<file path="src/rtl/mesh_route_pkg.sv">
package mesh_route_pkg;
  localparam int NSIDE = 4;
  typedef enum logic [1:0] {
    SIDE_N = 2'd0,
    SIDE_E = 2'd1,
    SIDE_S = 2'd2,
    SIDE_W = 2'd3
  } side_e;
endpackage

</file>
<file path="src/rtl/side_fifo.sv">
module side_fifo #(
  parameter int W     = 15,
  parameter int DEPTH = 8
) (
  input  logic         clk,
  input  logic         rst,
  input  logic         push,
  input  logic [W-1:0] din,
  input  logic         pop,
  output logic [W-1:0] dout,
  output logic         full,
  output logic         empty,
  output logic         has_pkt
);
  localparam int AW = (DEPTH > 1) ? $clog2(DEPTH) : 1;
  localparam logic [AW-1:0] LAST_IX = AW'(DEPTH - 1);

  logic [W-1:0]  mem [DEPTH];
  logic [AW-1:0] wp, rp;
  logic [AW:0]   cnt, pkts;
  logic          acc_push, acc_pop, push_tail, pop_tail;

  assign full      = (cnt == (AW+1)'(DEPTH));
  assign empty     = (cnt == '0);
  assign has_pkt   = (pkts != '0);
  assign acc_push  = push && !full;
  assign acc_pop   = pop && !empty;
  assign dout      = mem[rp];
  assign push_tail = acc_push && din[W-1];
  assign pop_tail  = acc_pop && dout[W-1];

  always_ff @(posedge clk) begin
    if (acc_push) mem[wp] <= din;
  end

  always_ff @(posedge clk) begin
    if (rst) begin
      wp   <= '0;
      rp   <= '0;
      cnt  <= '0;
      pkts <= '0;
    end else begin
      if (acc_push) wp <= (wp == LAST_IX) ? '0 : wp + 1'b1;
      if (acc_pop)  rp <= (rp == LAST_IX) ? '0 : rp + 1'b1;
      cnt  <= cnt + (AW+1)'(acc_push) - (AW+1)'(acc_pop);
      pkts <= pkts + (AW+1)'(push_tail) - (AW+1)'(pop_tail);
    end
  end

  a_r9_count_bound: assert property (@(posedge clk) disable iff (rst)
    cnt <= (AW+1)'(DEPTH));
  a_r8_pop_nonempty: assert property (@(posedge clk) disable iff (rst)
    pop |-> !empty);
endmodule

</file>
<file path="src/rtl/fixed_prio_arb.sv">
module fixed_prio_arb #(
  parameter int N = 4
) (
  input  logic [N-1:0] req,
  output logic [N-1:0] gnt
);
  always_comb begin
    logic seen;
    seen = 1'b0;
    for (int i = 0; i < N; i++) begin
      gnt[i] = req[i] && !seen;
      seen   = seen || req[i];
    end
  end
endmodule

</file>
<file path="src/rtl/xy_bypass_route.sv">
module xy_bypass_route
  import mesh_route_pkg::*;
#(
  parameter int XW = 3,
  parameter int YW = 3
) (
  input  logic [XW-1:0] my_x,
  input  logic [YW-1:0] my_y,
  input  logic [XW-1:0] dst_x,
  input  logic [YW-1:0] dst_y,
  input  logic [3:0]    avail,
  input  logic [1:0]    local_side,
  output logic [1:0]    dir
);
  side_e pref;

  always_comb begin
    pref = SIDE_N;
    if (dst_x == my_x && dst_y == my_y) begin
      dir = local_side;
    end else if (dst_x != my_x) begin
      pref = (dst_x > my_x) ? SIDE_E : SIDE_W;
      if (avail[pref])          dir = pref;
      else if (dst_y != my_y)   dir = (dst_y > my_y) ? SIDE_N : SIDE_S;
      else if (avail[SIDE_N])   dir = SIDE_N;
      else if (avail[SIDE_S])   dir = SIDE_S;
      else                      dir = pref;
    end else begin
      pref = (dst_y > my_y) ? SIDE_N : SIDE_S;
      if (avail[pref])          dir = pref;
      else if (avail[SIDE_E])   dir = SIDE_E;
      else if (avail[SIDE_W])   dir = SIDE_W;
      else                      dir = pref;
    end
  end
endmodule

</file>
<file path="src/rtl/mesh_route_sel.sv">
module mesh_route_sel
  import mesh_route_pkg::*;
#(
  parameter int XW    = 3,
  parameter int YW    = 3,
  parameter int PW    = 8,
  parameter int DEPTH = 8
) (
  input  logic                      clk,
  input  logic                      rst,
  input  logic [XW-1:0]             my_x,
  input  logic [YW-1:0]             my_y,
  input  logic [1:0]                local_side,
  input  logic [3:0]                avail,
  input  logic [3:0]                in_valid,
  input  logic [4*(1+XW+YW+PW)-1:0] in_flit,
  output logic [3:0]                in_ready,
  output logic                      out_valid,
  output logic [1:0]                out_dir,
  output logic [1:0]                out_src,
  output logic [(1+XW+YW+PW)-1:0]   out_flit
);
  localparam int FW = 1 + XW + YW + PW;

  logic [FW-1:0] head [NSIDE];
  logic [3:0]    req, gnt, pop, full, empty;
  logic          busy;
  logic [1:0]    g_src, win, route_dir, dir_q;
  logic [FW-1:0] win_head, cur_head;

  for (genvar s = 0; s < NSIDE; s++) begin : g_side
    side_fifo #(.W(FW), .DEPTH(DEPTH)) u_fifo (
      .clk(clk), .rst(rst),
      .push(in_valid[s]), .din(in_flit[s*FW +: FW]),
      .pop(pop[s]), .dout(head[s]),
      .full(full[s]), .empty(empty[s]), .has_pkt(req[s])
    );
    assign pop[s]      = busy && (g_src == 2'(s));
    assign in_ready[s] = !full[s];
  end

  fixed_prio_arb #(.N(NSIDE)) u_arb (.req(req), .gnt(gnt));

  always_comb begin
    win = 2'd0;
    for (int s = NSIDE - 1; s >= 0; s--) begin
      if (gnt[s]) win = 2'(s);
    end
  end

  assign win_head = head[win];
  assign cur_head = head[g_src];

  xy_bypass_route #(.XW(XW), .YW(YW)) u_route (
    .my_x(my_x), .my_y(my_y),
    .dst_x(win_head[FW-2 -: XW]),
    .dst_y(win_head[FW-2-XW -: YW]),
    .avail(avail), .local_side(local_side),
    .dir(route_dir)
  );

  always_ff @(posedge clk) begin
    if (rst) begin
      busy      <= 1'b0;
      g_src     <= '0;
      dir_q     <= '0;
      out_valid <= 1'b0;
      out_dir   <= '0;
      out_src   <= '0;
      out_flit  <= '0;
    end else if (!busy) begin
      out_valid <= 1'b0;
      if (|req) begin
        busy  <= 1'b1;
        g_src <= win;
        dir_q <= route_dir;
      end
    end else begin
      out_valid <= 1'b1;
      out_flit  <= cur_head;
      out_dir   <= dir_q;
      out_src   <= g_src;
      if (cur_head[FW-1]) busy <= 1'b0;
    end
  end

  a_r7_grant_onehot: assert property (@(posedge clk) disable iff (rst)
    $onehot0(gnt) && ((gnt == '0) == (req == '0)));
  a_r8_hold_route: assert property (@(posedge clk) disable iff (rst)
    (out_valid && !out_flit[FW-1]) |=> (out_valid && $stable(out_dir) && $stable(out_src)));
  a_r6_pop_has_packet: assert property (@(posedge clk) disable iff (rst)
    (busy && !$past(busy)) |-> req[g_src]);
endmodule

</file>
<file path="config.mk">
export PLATFORM = sky130hd
export DESIGN_NAME = mesh_route_sel
export DESIGN_NICKNAME = d
export VERILOG_FILES = /design/src/rtl/mesh_route_pkg.sv /design/src/rtl/side_fifo.sv /design/src/rtl/fixed_prio_arb.sv /design/src/rtl/xy_bypass_route.sv /design/src/rtl/mesh_route_sel.sv
export SDC_FILE = /design/constraint.sdc
export NUM_CORES = 1
export LEC_CHECK = 0
export ABC_AREA = 1
export BUFFER_PORTS_ARGS = -buffer_cell sky130_fd_sc_hd__buf_2
export CAP_MARGIN = 20
export CELL_PAD_IN_SITES_DETAIL_PLACEMENT = 2
export CELL_PAD_IN_SITES_GLOBAL_PLACEMENT = 2
export CORE_MARGIN = 2
export CORE_UTILIZATION = 44
export CTS_BUF_LIST = sky130_fd_sc_hd__clkbuf_16
export DETAILED_ROUTE_END_ITERATION = 7
export GPL_TIMING_DRIVEN = 0
export MAX_ROUTING_LAYER = met4
export PLACE_DENSITY_LB_ADDON = 0.1
export SYNTH_ARGS = -nofsm -noshare
export SYNTH_HDL_FRONTEND = slang
export SYNTH_HIERARCHICAL = 1
export SYNTH_SLANG_ARGS = --single-unit
</file>
<file path="constraint.sdc">
create_clock -name clk -period 3.7 [get_ports clk]
set_input_delay 0.74 -clock clk [delete_from_list [all_inputs] [get_ports clk]]
set_output_delay 0.74 -clock clk [all_outputs]
set_load 0.005 [all_outputs]
</file>
==> results.py <==
metrics = {
    "run_status": {
        "status": "completed",
    },
    "clocking": {
        "cts_tree": "done",
        "worstSkewPairLatency_ps": 630,
        "clockRootBuffer": "clkbuf_16",
        "numCtsBuffers": 61,
        "htree_levels": 2,
        "ctsLongestPathBuffers": 3,
        "path_clk_slew_ps": 70,
        "cts_sinks": 573,
        "ctsHoldBuffers": 0,
        "cts_resized": 0,
        "cts_setup_buffers": 0,
    },
    "die": {
        "num_rows": 88,
        "fp.coreArea_sq_mm": 0.05737,
        "io-pin-count": 102,
        "die_x_um": 244.1,
        "die_h_um": 244.1,
        "initial_core_util": 0.4422,
        "design.die.area_sq_mm": 0.05959,
    },
    "worst_setup_path": {
        "worst-path-buf-inv": 4,
        "crit_type": "reg -> reg",
        "path_depth": 21,
        "cp_common_cell": "nand2_1",
        "path_cells": "inv_1 > ha_1 > nand2_1 > inv_1 > nand2_1 > nor2_1 > inv_1 > nand2_1 > nand2_2 > nand2_1 > buf_4 > nand2_1 > nand3_1 > nand2_1 > ha_1 > nand3_2 > a31oi_1 > nand4_1 > nand3_1 > nand3_1 > a21oi_1",
        "cp.required_ps": 4260,
        "critical_path.top_delay_family": "simple AND/OR/NAND/NOR gates",
        "cp_slowest_stage_delay_ps": 350,
        "arrival_ps": 3920,
        "rr_worst_depth": 21,
        "critPathSlowestCell": "ha_1",
        "startpoint_type": "flip-flop",
        "r2r_slack_ps": 340,
        "cp-end-kind": "flip-flop",
        "crit_fanout": 10,
    },
    "sta": {
        "final.setup.tns_ps": 0,
        "post-route-period-util": 0.9085,
        "finClkSkew_ps": 14.69,
        "worstMarginPinSlew_ps": 1040,
        "relSlewSlack": 0.3057,
        "fmax_ghz": 0.2975,
        "setup_violations": 0,
        "holdWs_ps": 394.3,
        "drv_slew": 0,
        "hold_violations": 0,
        "rsz0062_at_grt": "false",
        "min_period_ps": 3362,
    },
    "detailed_routing": {
        "drt_first_pass_iters": 4,
        "drc": 0,
        "vias_per_cell": 5.396,
        "routed_wirelength_um": 85240,
        "drt-initial-drc-count": 1075,
        "route.detailed.wl_per_inst_um": 24.43,
        "ant_nets": 0,
        "vias": 18830,
    },
    "pwr": {
        "p_per_area_mw_per_mm2": 704.7,
        "seqPwrFrac": 0.396,
        "switching_share": 0.3701,
        "peakVddDrop_uv": 362.5,
        "p_switching_mw": 7.567,
        "p_int_mw": 12.88,
        "p_clk_frac": 0.274,
        "power_mw": 20.45,
        "power.leakage_nw": 11.88,
        "power_frac_comb": 0.330,
    },
    "hold_path": {
        "holdPathStages": 1,
        "worstHoldPathType": "in -> reg",
    },
    "global_route": {
        "met2_usage": 0.5404,
        "grt_usage": 0.2967,
        "grt_max_degree": 16,
        "met1_usage": 0.3439,
        "grt.overflow.total": 0,
        "grt_pass1_vias": 21230,
        "grt_antenna_before_repair": 1,
        "grt_use_met3": 0.03029,
        "top_usage_layer": "met2",
        "grt_pass1_wl_um": 129000,
    },
    "finish": {
        "area_growth_pct": 14.39,
        "drive_above_1_share": 0.1377,
        "final_cell_mix": "nor2_1, nand2_1, edfxtp_1, inv_1, o21ai_1",
        "fin_nets": 2831,
        "stdcell_count": 3489,
        "diodes": 0,
        "fillCellCount": 5933,
        "final_common_cell": "nor2_1",
    },
    "placement": {
        "post-place-cells": 3380,
        "place_congestion": 0.8281,
        "io_buffers": 101,
        "hpwl_um": 60820,
    },
    "yosys": {
        "ys_warn_count": 6,
        "syn_nets": 2644,
        "postSynthCellCount": 2492,
        "syn_avg_cell_area_sq_um": 10.18,
        "syn_area_sq_mm": 0.02537,
    },
    "run": {
        "drv_cap": 0,
    },
}
[state kept, by name, summed over array words and instances, names as in the netlist, named ones only]
signal / count
g_side.u_fifo/cnt: 16
out_src: 2
busy: 1
dir_q: 2
out_dir: 2
g_src: 2
out_valid: 1
out_flit: 15
g_side.u_fifo/wp: 12
g_side.u_fifo/mem: 480
g_side.u_fifo/pkts: 16
g_side.u_fifo/rp: 12
[per-stage QoR]
step,cell area (sq um),utilization,setup slack (ps)
after CTS,29000,0.5056,299.5
final,29020,0.5058,338.4
after global routing,29020,0.5058,21.78
after detailed placement,27230,0.4747,359.0
after global placement,26830,0.4677,572.6
after floorplan,25370,-,1187
[power groups by stage]
stage | Combinational, mW | Clock, mW | Sequential (mW)
finish | 6.75 | 5.61 | 8.09
floorplan | 4.12 | 0 | 8.04
global route | 7.49 | 5.94 | 8.13
detailed placement | 6.65 | 0 | 8.21
CTS | 6.80 | 5.72 | 8.09
global placement | 6.02 | 0 | 8.16
[final timing paths]
check,start,endpoint
setup / recovery,g_side[0].u_fifo/pkts[2],dir_q[0]
hold / removal,in_flit[34],g_side[2].u_fifo/mem[1][4]
setup reg to reg,g_side[0].u_fifo/pkts[2],dir_q[0]
hold reg to reg,dir_q[0],dir_q[0]
[worst reg2reg max path, stage by stage, from the launching register on]
cell and delay [ps]:
dfxtp_1 310, inv_1 80, ha_1 170, nand2_1 190, inv_1 110, nand2_1 70, nor2_1 180, inv_1 70
nand2_1 70, nand2_2 80, nand2_1 120, buf_4 190, nand2_1 70, nand3_1 80, nand2_1 120, ha_1 360
nand3_2 180, a31oi_1 290, nand4_1 130, nand3_1 190, nand3_1 110, a21oi_1 150
[layer usage]
layer,vias to the layer above,routed length [um]
li1,8604,-
met3,139,3010
met2,390,45400
met1,9694,34430
met5,-,0
met4,0,2392
[cell type report]
cell class,instances,area (sq um),area share
Buffer,110,894.6,0.03083
Clock buffer,61,1526,0.05260
Clock inverter,47,247.7,0.008537
Inverter,203,784.5,0.02704
Multi-Input combinational cell,1606,7492,0.2582
Sequential cell,573,16280,0.5609
Tap cell,765,957.2,0.03299
Timing Repair Buffer,124,839.6,0.02893
(Power assumes the default switching activity.)
